**src/rtl/irq_ack_pkg.sv**
```systemverilog
package irq_ack_pkg;
    typedef enum logic [1:0] {
        ST_IDLE   = 2'd0,
        ST_REQ    = 2'd1,
        ST_SETTLE = 2'd2
    } ack_state_t;

    localparam logic [1:0] PE_SEC_LOW = 2'd0;
    localparam logic [1:0] PE_NS_LOW  = 2'd1;
endpackage

```
**src/rtl/irq_prio_select.sv**
```systemverilog
module irq_prio_select #(
    parameter int NUM_SRC = 8,
    parameter int PRIO_W  = 8,
    parameter int IDX_W   = (NUM_SRC > 1) ? $clog2(NUM_SRC) : 1
) (
    input  logic [NUM_SRC-1:0]        pend,
    input  logic [NUM_SRC-1:0]        en,
    input  logic [NUM_SRC*PRIO_W-1:0] prio,
    input  logic [PRIO_W-1:0]         mask,
    output logic                      found,
    output logic [IDX_W-1:0]          win_idx
);
    logic [NUM_SRC-1:0] qual;

    genvar g;
    generate
        for (g = 0; g < NUM_SRC; g++) begin : g_qual
            assign qual[g] = pend[g] & en[g] & (prio[g*PRIO_W +: PRIO_W] < mask);
        end
    endgenerate

    logic [PRIO_W-1:0] best;
    always_comb begin
        found   = 1'b0;
        win_idx = '0;
        best    = '1;
        for (int i = 0; i < NUM_SRC; i++) begin
            if (qual[i] && (!found || prio[i*PRIO_W +: PRIO_W] < best)) begin
                found   = 1'b1;
                win_idx = IDX_W'(i);
                best    = prio[i*PRIO_W +: PRIO_W];
            end
        end
    end
endmodule

```
**src/rtl/irq_line_class.sv**
```systemverilog
module irq_line_class
    import irq_ack_pkg::*;
(
    input  logic       grp,
    input  logic       sec,
    input  logic [1:0] pe_state,
    output logic       use_fast
);
    logic pe_low;
    logic pe_secure;

    always_comb begin
        pe_low    = (pe_state == PE_SEC_LOW) || (pe_state == PE_NS_LOW);
        pe_secure = (pe_state == PE_SEC_LOW);
        use_fast  = !grp || !pe_low || (sec != pe_secure);
    end
endmodule

```
**src/rtl/irq_ack_if.sv**
```systemverilog
module irq_ack_if
    import irq_ack_pkg::*;
#(
    parameter int NUM_SRC = 8,
    parameter int PRIO_W  = 8,
    parameter int ID_W    = 10
) (
    input  logic                      clk,
    input  logic                      rst_n,
    input  logic [NUM_SRC-1:0]        src_pend,
    input  logic [NUM_SRC-1:0]        src_en,
    input  logic [NUM_SRC*PRIO_W-1:0] src_prio,
    input  logic [NUM_SRC-1:0]        src_grp,
    input  logic [NUM_SRC-1:0]        src_sec,
    input  logic [PRIO_W-1:0]         prio_mask,
    input  logic [1:0]                pe_state,
    input  logic                      ack_rd,
    output logic [ID_W-1:0]           ack_id,
    output logic                      ack_strobe,
    output logic                      fast_req,
    output logic                      norm_req
);
    localparam int IDX_W = (NUM_SRC > 1) ? $clog2(NUM_SRC) : 1;
    localparam logic [ID_W-1:0] NONE_ID = {ID_W{1'b1}};

    logic             cand_found;
    logic [IDX_W-1:0] cand_idx;
    logic             cand_fast;

    irq_prio_select #(.NUM_SRC(NUM_SRC), .PRIO_W(PRIO_W), .IDX_W(IDX_W)) u_sel (
        .pend    (src_pend),
        .en      (src_en),
        .prio    (src_prio),
        .mask    (prio_mask),
        .found   (cand_found),
        .win_idx (cand_idx)
    );

    irq_line_class u_cls (
        .grp      (src_grp[cand_idx]),
        .sec      (src_sec[cand_idx]),
        .pe_state (pe_state),
        .use_fast (cand_fast)
    );

    ack_state_t       state_q, state_d;
    logic [IDX_W-1:0] sel_idx_q;
    logic             sel_fast_q;
    logic             sel_valid_q;

    always_comb begin
        state_d = state_q;
        unique case (state_q)
            ST_IDLE:   if (cand_found) state_d = ST_REQ;
            ST_REQ: begin
                if (ack_rd)           state_d = ST_SETTLE;
                else if (!cand_found) state_d = ST_IDLE;
            end
            ST_SETTLE: state_d = cand_found ? ST_REQ : ST_IDLE;
            default:   state_d = ST_IDLE;
        endcase
    end

    always_ff @(posedge clk or negedge rst_n) begin
        if (!rst_n) begin
            state_q     <= ST_IDLE;
            sel_idx_q   <= '0;
            sel_fast_q  <= 1'b0;
            sel_valid_q <= 1'b0;
        end else begin
            state_q     <= state_d;
            sel_idx_q   <= cand_idx;
            sel_fast_q  <= cand_fast;
            sel_valid_q <= cand_found;
        end
    end

    always_comb begin
        fast_req   = 1'b0;
        norm_req   = 1'b0;
        ack_id     = NONE_ID;
        ack_strobe = 1'b0;
        unique case (state_q)
            ST_REQ: begin
                fast_req   = sel_fast_q;
                norm_req   = !sel_fast_q;
                ack_id     = ID_W'(sel_idx_q);
                ack_strobe = ack_rd;
            end
            default: ;
        endcase
    end

    AST_REQ_NEEDS_SEL: assert property (@(posedge clk) disable iff (!rst_n)
        (fast_req || norm_req) |-> (sel_valid_q && ack_id != NONE_ID));
    AST_ACK_DROPS_REQ: assert property (@(posedge clk) disable iff (!rst_n)
        ack_strobe |=> (!fast_req && !norm_req));
    AST_NONE_NO_STROBE: assert property (@(posedge clk) disable iff (!rst_n)
        (ack_rd && ack_id == NONE_ID) |-> !ack_strobe);
    AST_TOP_LEVEL_FAST: assert property (@(posedge clk) disable iff (!rst_n)
        (sel_valid_q && $past(pe_state[1])) |-> !norm_req);
    AST_SINGLE_LINE: assert property (@(posedge clk) disable iff (!rst_n)
        $onehot0({fast_req, norm_req, state_q == ST_SETTLE}));
endmodule

```
**config.mk**
```make
export PLATFORM = sky130hd
export DESIGN_NAME = irq_ack_if
export DESIGN_NICKNAME = d
export VERILOG_FILES = /design/src/rtl/irq_ack_pkg.sv /design/src/rtl/irq_prio_select.sv /design/src/rtl/irq_line_class.sv /design/src/rtl/irq_ack_if.sv
export SDC_FILE = /design/constraint.sdc
export NUM_CORES = 1
export LEC_CHECK = 0
export BUFFER_PORTS_ARGS = -buffer_cell sky130_fd_sc_hd__buf_2
export CAP_MARGIN = 5
export CORE_ASPECT_RATIO = 1.2
export CORE_MARGIN = 3
export CORE_UTILIZATION = 55
export DETAILED_ROUTE_END_ITERATION = 10
export PLACE_DENSITY = 0.83
export SYNTH_ARGS = -nofsm -noshare
export SYNTH_HDL_FRONTEND = slang
export SYNTH_SLANG_ARGS = --single-unit
```
**constraint.sdc**
```tcl
create_clock -name clk -period 1.6 [get_ports clk]
set_input_delay 0.32 -clock clk [delete_from_list [all_inputs] [get_ports clk]]
set_output_delay 0.32 -clock clk [all_outputs]
set_load 0.01 [all_outputs]
```
==> metrics, run 1 <==
FP Rows 35; CTS Root Cell clkbuf_8; Clock Sink Count 6; Log Error [ERROR DPL-0033] detailed placement checks failed during check placement.; placed cell areas 0.00682 mm²; IO Port Bufs 121; Distinct cells, synth 88; Die Height 104 µm; register bit total from synthesis 6; die width 87.5 µm; Num CTS Buffers 3; sequential-to-total area share from yosys stat 0.0342; DP HPWL 15.7 mm; htree depth 1; synth warn 0; initial core utilization 0.569; syn nets 773; post-synthesis cell area 0.00439 mm²; last stage reached clock tree synthesis (4_1_cts); Post-synth ARST share 1.00; top_reg_cell synth dfrtp_1; CTS Hold Bufs 1; mean post-synth cell area 7.71 µm²; routability-driven placement congestion ratio 0.935; Post-synth EDFFs 0; Bufs on Longest Clock Path 2; post-CTS sizing 104; setup bufs post-CTS 42; status aborted with a tool error; IO Count 122; Syn Inst Count 569
[cells in the mapped netlist, types with 3 or more instances]
cell	number	area share
nand3_1	8	0.0091
nand2_1	52	0.044
ha_1	95	0.27
nor4_1	3	0.0043
nor3_1	10	0.011
o21ai_0	33	0.038
inv_1	47	0.040
o21a_1	6	0.010
o31ai_1	4	0.0068
a221oi_1	3	0.0060
nor2_1	41	0.035
nand4_1	4	0.0057
o211ai_1	10	0.017
a31oi_1	4	0.0057
and2_1	6	0.0086
nand2b_1	10	0.014
o31a_1	4	0.0080
a311o_1	3	0.0068
a211oi_1	6	0.010
a21o_1	29	0.050
or2_2	3	0.0043
a21oi_1	45	0.051
dfrtp_1	6	0.034
nor2b_1	8	0.011
o2111a_1	4	0.010
and4_1	5	0.010
mux2_2	12	0.031
or2b_1	4	0.0068
buf_4	7	0.012
a211oi_2	4	0.011
clkbuf_1	3	0.0026
o22ai_1	3	0.0043
mux2i_1	8	0.018
a31o_2	4	0.0080
o21bai_1	3	0.0051
a311oi_1	3	0.0060
[cell families after synthesis]
family	share of synthesized area
AO/OA/AOI/OAI	0.359
AND/OR/NAND/NOR	0.203
adder cells (fa/ha/maj)	0.275
buffers and inverters	0.0630
multiplexers	0.0525
flip-flops	0.0342
XOR/XNOR	0.0123
[per-stage QoR]
step	std cells	setup WS, ns	hold slack (ns)
floorplan	569	-12.69	0.0244
global placement	966	-12.79	0.142
detailed placement	966	-13.58	0.150
==> run 2, diff against run 1 <==
--- a/config.mk
+++ b/config.mk
@@ -7,11 +7,10 @@
 export LEC_CHECK = 0
 export BUFFER_PORTS_ARGS = -buffer_cell sky130_fd_sc_hd__buf_2
 export CAP_MARGIN = 5
-export CORE_ASPECT_RATIO = 1.2
 export CORE_MARGIN = 3
-export CORE_UTILIZATION = 55
+export CORE_UTILIZATION = 40
 export DETAILED_ROUTE_END_ITERATION = 10
-export PLACE_DENSITY = 0.83
+export PLACE_DENSITY_LB_ADDON = 0.15
 export SYNTH_ARGS = -nofsm -noshare
 export SYNTH_HDL_FRONTEND = slang
 export SYNTH_SLANG_ARGS = --single-unit
==> run 2 against run 1 <==
  * The flow now finishes, with violations (negative setup slack)
  * Area after synthesis unchanged
  * Synthesized cell count unchanged
==> metrics, run 2 <==
status finished with violations; failing checks negative setup slack; Die Height 111 µm (+6.6%); crit path max fanout 8; DR DRC count 0; most common cell after layout, fill and taps aside buf_4; P&R area growth vs syn 86.8%; slew at the pin with the worst max-slew slack 0.389 ns; IO Count 122 (unchanged); mean post-synth cell area 7.71 µm² (unchanged); DR vias 6182; Hold Startpoint pe_state[1]; Yosys top cell area share 0.271 (unchanged); IO Port Bufs 121 (unchanged); biggest regs sel_idx_q: 3 flops, state_q: 2 flops, sel_fast_q: 1 flops; top-count cell post-synth ha_1; Final Hold Violating Endpoints 0; register bit total from synthesis 6 (unchanged); Crit path top cell by count buf_4; hold depth 2; FF-to-FF setup slack 0.81 ns; first-pass GRT wire length 29.1 mm; HP Class input port to flop; kind of critical path input port to flop; Setup TNS -50.59 ns; cell area after layout 0.00820 mm²; Peak VDD IR 0.000783 V; Buf/Inv on CP 20; Worst Path Required 1.68 ns; DR vias/cell 5.62; Pwr Density 578 mW/mm²; core footprint 0.0105 mm²; CTS tree yes; post-synthesis cell area 0.00439 mm² (unchanged); CP endpoint kind flop; Tcrit/Tclk final 8.99; top_reg_cell synth dfrtp_1; crit start category input port; syn nets 773 (unchanged); Period minus WS final 14.38 ns; Final Worst Setup Slack -12.78 ns; Distinct cells, synth 88 (unchanged); Post-synth EDFFs 0 (unchanged); unrepaired setup endpoints after global routing true; cell taking the most area after synthesis ha_1; Pleak 4.16 nW; GRT Total Usage 0.281; Crit. path cell count 80; r2r startpoint state_q[0]; Worst path slowest cell or4_4; Post-synth ARST share 1.00 (unchanged); WHS Endpoint sel_fast_q; top cells by count, synth ha_1 (95), nand2_1 (52), inv_1 (47); Final Non-Filler Cells 1100; top cells by area, synth ha_1 (27%), a21oi_1 (5.1%), a21o_1 (5.0%), nand2_1 (4.4%), inv_1 (4.0%); antenna viol nets, final 0; drt first pass iters 5; synth warn 0 (unchanged); Largest Register sel_idx_q; initial antenna violation count 0; DP HPWL 14.3 mm (-8.9%); Reg-to-Reg End state_q[1]; CP delay by family, top compound AO/OA/AOI/OAI gates; layout cells sized above 1 0.605; htree depth 1 (unchanged); Final #Nets 1170; CTS Root Cell clkbuf_8; Max Cap Viol 0; slew margin rel. 0.738; crit path DAT 14.46 ns; violation count after the first detailed-route iteration 338; fmax 69.5 MHz; Syn Inst Count 569 (unchanged); FP Rows 37 (+5.7%); Final Slew Violations 0; cell count after placement 1024 (+6.0%); Max stage delay on crit path 0.55 ns; Antenna Cells 0; routability-driven placement congestion ratio 0.945 (+1.1%); placed cell areas 0.00701 mm² (+2.7%); initial core utilization 0.418 (-0.152); Total Routed Length 19.3 mm; sequential-to-total area share from yosys stat 0.0342 (unchanged); WL/cell 17.5 µm; Bufs on Longest Clock Path 2 (unchanged); Die Footprint 0.0123 mm²; # fillers 699; pin count of the biggest net entering global routing 9; Finish-stage setup viols 5; vias in the first global route 6384; Num CTS Buffers 3 (unchanged); Worst R2R Path Depth 2; clock skew 0.0000436 ns; Reg clk slew, reported paths 0.03 ns; max reg flops 3; Clock Sink Count 6 (unchanged); Skew-Pair Late Insertion Delay 0.21 ns; grt total ovfl 0; die width 111 µm (+27%); most frequent cells in the layout buf_4 (264), buf_2 (118), ha_1 (72)
## run 2: what timing repair did
action / 4_1_cts / 5_1_grt
setup endpoints to repair: 6 / 6
pin swaps: 81 / 66
hold buffers: 1 / 0
gates cloned: 1 / 0
gates resized for setup: 80 / 56
buffers inserted: 54 / 17
hold endpoints to repair: 6 / 0
## run 2: per-layer routing
| layer | global-route usage | wire length (µm) |
|---|---|---|
| met5 | 0 | 0 |
| met4 | 0.122 | 997 |
| met3 | 0.0180 | 877 |
| met2 | 0.556 | 10100 |
| met1 | 0.302 | 7250 |
## run 2: through the flow
step / util / power (mW) / hold WS [ns] / setup slack, ns
floorplan: - / 2.14 / 0.0244 / -12.69
global placement: 0.667 / 3.48 / 0.144 / -12.81
detailed placement: 0.667 / 3.58 / 0.145 / -13.16
CTS: 0.744 / 4.26 / 0.303 / -12.22
global route: 0.780 / 5.09 / 0.315 / -13.27
finish: 0.780 / 4.74 / 0.303 / -12.78
## run 2: logic make-up (layout without fill, tap and decap cells)
family	count (synthesis)	after routing	share of synthesized area
simple gates	173	173	0.203
flops	6	6	0.0342
fa+ha+maj	97	97	0.275
compound gates	206	206	0.359
mux	21	21	0.0525
buf+inv	62	457	0.0630
xor+xnor	4	4	0.0123
## run 2: area by class of cell
cell class / count / area [µm²] / share of cell area
sequential: 6 / 150 / 0.0183
inverter: 48 / 208 / 0.0253
clock buffer: 3 / 41.3 / 0.00504
tap: 136 / 170 / 0.0208
timing repair buffer: 406 / 2880 / 0.351
multi-input combinational: 501 / 4750 / 0.580
## run 2: worst max-delay path by stage
| stage | endpoint | from |
|---|---|---|
| after global routing | sel_fast_q | prio_mask[5] |
| after detailed placement | sel_fast_q | prio_mask[6] |
| after floorplan | sel_fast_q | prio_mask[5] |
| after global placement | sel_fast_q | prio_mask[6] |
| after CTS | sel_fast_q | prio_mask[1] |
| final | sel_fast_q | prio_mask[5] |
## run 2: power breakdown
part	internal, mW	switching [mW]	total [mW]	leakage (nW)
Sequential	0.196	0.0159	0.212	0.0697
Clock	0.161	0.0553	0.216	0.0216
Combinational	2.30	2.01	4.31	4.07
(Power assumes the default switching activity.)
==> run 3, diff against run 2 <==
--- a/config.mk
+++ b/config.mk
@@ -6,11 +6,11 @@
 export NUM_CORES = 1
 export LEC_CHECK = 0
 export BUFFER_PORTS_ARGS = -buffer_cell sky130_fd_sc_hd__buf_2
-export CAP_MARGIN = 5
+export CAP_MARGIN = 10
 export CORE_MARGIN = 3
 export CORE_UTILIZATION = 40
 export DETAILED_ROUTE_END_ITERATION = 10
-export PLACE_DENSITY_LB_ADDON = 0.15
+export PLACE_DENSITY = 0.69
 export SYNTH_ARGS = -nofsm -noshare
 export SYNTH_HDL_FRONTEND = slang
 export SYNTH_SLANG_ARGS = --single-unit
==> run 3 against run 2 <==
  * The flow still finishes with violations (negative setup slack)
  * Sequential power barely moved
  * Critical path depth decreased by 3
  * Wire length is 7.4% higher
  * Worst hold slack gained 0.0087 ns
  * Clock power is 3% higher
  * Maximum frequency shrank 1.7%
  * Setup slack got worse by 0.25 ns
  * Flip-flop and latch count is the same
  * Die area unchanged
  * First-iteration DRC count decreased by 17%
  * Global-route usage is 0.35 points lower
  * Combinational power fell by 5%
  * Critical path type unchanged
==> metrics, run 3 (synthesis results as in run 2) <==
Total Routed Length 20.7 mm (+7.4%); placed cell areas 0.00686 mm² (-2.2%); routability-driven placement congestion ratio 0.953 (+0.80%); Reg-to-Reg End state_q[1]; Num CTS Buffers 3 (unchanged); layout cells sized above 1 0.580 (-0.0250); htree depth 1 (unchanged); kind of critical path input port to flop; max reg flops 3 (unchanged); hold depth 2 (unchanged); clock skew 0.0000373 ns (-0.00000630 ns); pin count of the biggest net entering global routing 10 (+1); r2r startpoint state_q[1]; unrepaired setup endpoints after global routing true; Worst Path Required 1.68 ns (about the same); drt first pass iters 8 (+3); DP HPWL 14.3 mm (-0.20%); violation count after the first detailed-route iteration 279 (-17%); P&R area growth vs syn 80.2%; initial antenna violation count 0 (unchanged); CTS tree yes; Clock Sink Count 6 (unchanged); crit path DAT 14.71 ns (+0.25 ns); WHS Endpoint sel_fast_q; initial core utilization 0.418 (unchanged); DR DRC count 0 (unchanged); Pwr Density 575 mW/mm² (-0.51%); Buf/Inv on CP 12 (-40%); GRT Total Usage 0.278 (-0.00355); core footprint 0.0105 mm² (unchanged); IO Port Bufs 121 (unchanged); Finish-stage setup viols 5 (unchanged); Bufs on Longest Clock Path 2 (unchanged); Skew-Pair Late Insertion Delay 0.22 ns (about the same); Final Hold Violating Endpoints 0 (unchanged); CTS Root Cell clkbuf_8; slew at the pin with the worst max-slew slack 0.503 ns (+0.114 ns); FF-to-FF setup slack 0.82 ns (about the same); Die Height 111 µm (unchanged); IO Count 122 (unchanged); WL/cell 19.4 µm (+11%); # fillers 694 (-0.72%); Pleak 3.99 nW (-4.0%); antenna viol nets, final 0 (unchanged); Final Worst Setup Slack -13.03 ns (-0.247 ns); Peak VDD IR 0.000691 V (-12%); DR vias/cell 5.92 (+5.4%); grt total ovfl 0 (unchanged); CP delay by family, top compound AO/OA/AOI/OAI gates; Reg clk slew, reported paths 0.04 ns (about the same); Total Power 4.55 mW (-4.0%); Antenna Cells 0 (unchanged); Die Footprint 0.0123 mm² (unchanged); Max stage delay on crit path 0.50 ns (-0.05 ns); status finished with violations; Period minus WS final 14.63 ns (+0.247 ns); Largest Register sel_idx_q; crit start category input port; Hold Startpoint pe_state[1]; CP endpoint kind flop; biggest regs sel_idx_q: 3 flops, state_q: 2 flops, sel_fast_q: 1 flops; most frequent cells in the layout buf_4 (229), buf_2 (117), ha_1 (75); fmax 68.4 MHz (-1.7%); first-pass GRT wire length 28.8 mm (-1.0%); crit path max fanout 7 (-1); vias in the first global route 6310 (-1.2%); most common cell after layout, fill and taps aside buf_4; Worst path slowest cell or4b_1; failing checks negative setup slack; HP Class input port to flop; Tcrit/Tclk final 9.14 (+0.154); DR vias 6303 (+2.0%); Util after Layout 0.753 (-0.0274); Max Cap Viol 0 (unchanged); die width 111 µm (unchanged); slew margin rel. 0.663 (-0.0751); Final #Nets 1134 (-3.1%); Final Slew Violations 0 (unchanged); cell area after layout 0.00791 mm² (-3.5%); Worst R2R Path Depth 2 (unchanged); FP Rows 37 (unchanged)
[run 3: metal layers]
| layer | GRT usage | wire [µm] |
|---|---|---|
| met2 | 0.525 | 10400 |
| met1 | 0.303 | 7610 |
| met5 | 0 | 0 |
| met3 | 0.0289 | 1250 |
| met4 | 0.144 | 1460 |
[run 3: cell type report]
type / count / area, µm² / area share
well taps: 136 / 170 / 0.0215
repair buffers: 369 / 2570 / 0.324
flip-flops and latches: 6 / 150 / 0.0190
clock buffers: 3 / 41.3 / 0.00522
inverters: 48 / 205 / 0.0259
multi-input cells: 502 / 4780 / 0.604
[run 3: metrics by stage]
stage          cells  hold WS (ns)  TNS (ns)  worst slack (ns)
5_1_grt         1064         0.309    -53.34            -13.52
6_report        1064         0.312    -51.35            -13.03
2_1_floorplan    569        0.0244    -48.97            -12.69
3_3_place_gp    1007         0.144    -50.20            -12.74
4_1_cts         1046         0.311    -48.36            -12.24
3_5_place_dp    1007         0.151    -52.30            -13.27
[run 3: timing repair]
item / in CTS / in global routing
setup endpoints to repair: 13 / 6
pin swaps: 57 / 46
gates resized for setup: 77 / 64
hold endpoints to repair: 6 / 0
cloned: 2 / 0
hold buffers: 1 / 0
buffers inserted: 34 / 24
[run 3: worst max-delay path by stage]
| stage | from | to | cells after the start |
|---|---|---|---|
| after detailed placement | prio_mask[7] | sel_fast_q | 74 |
| after floorplan | prio_mask[5] | sel_fast_q | 76 |
| after CTS | prio_mask[2] | sel_fast_q | 77 |
| final | prio_mask[2] | sel_fast_q | 77 |
| after global routing | prio_mask[2] | sel_fast_q | 78 |
| after global placement | prio_mask[5] | sel_fast_q | 76 |
[run 3: report_power, final]
| part | internal (mW) | switching (mW) | leakage (nW) |
|---|---|---|---|
| combinational | 2.08 | 2.04 | 3.90 |
| sequential | 0.196 | 0.0154 | 0.0697 |
| clock | 0.161 | 0.0613 | 0.0216 |
| total | 2.43 | 2.11 | 3.99 |
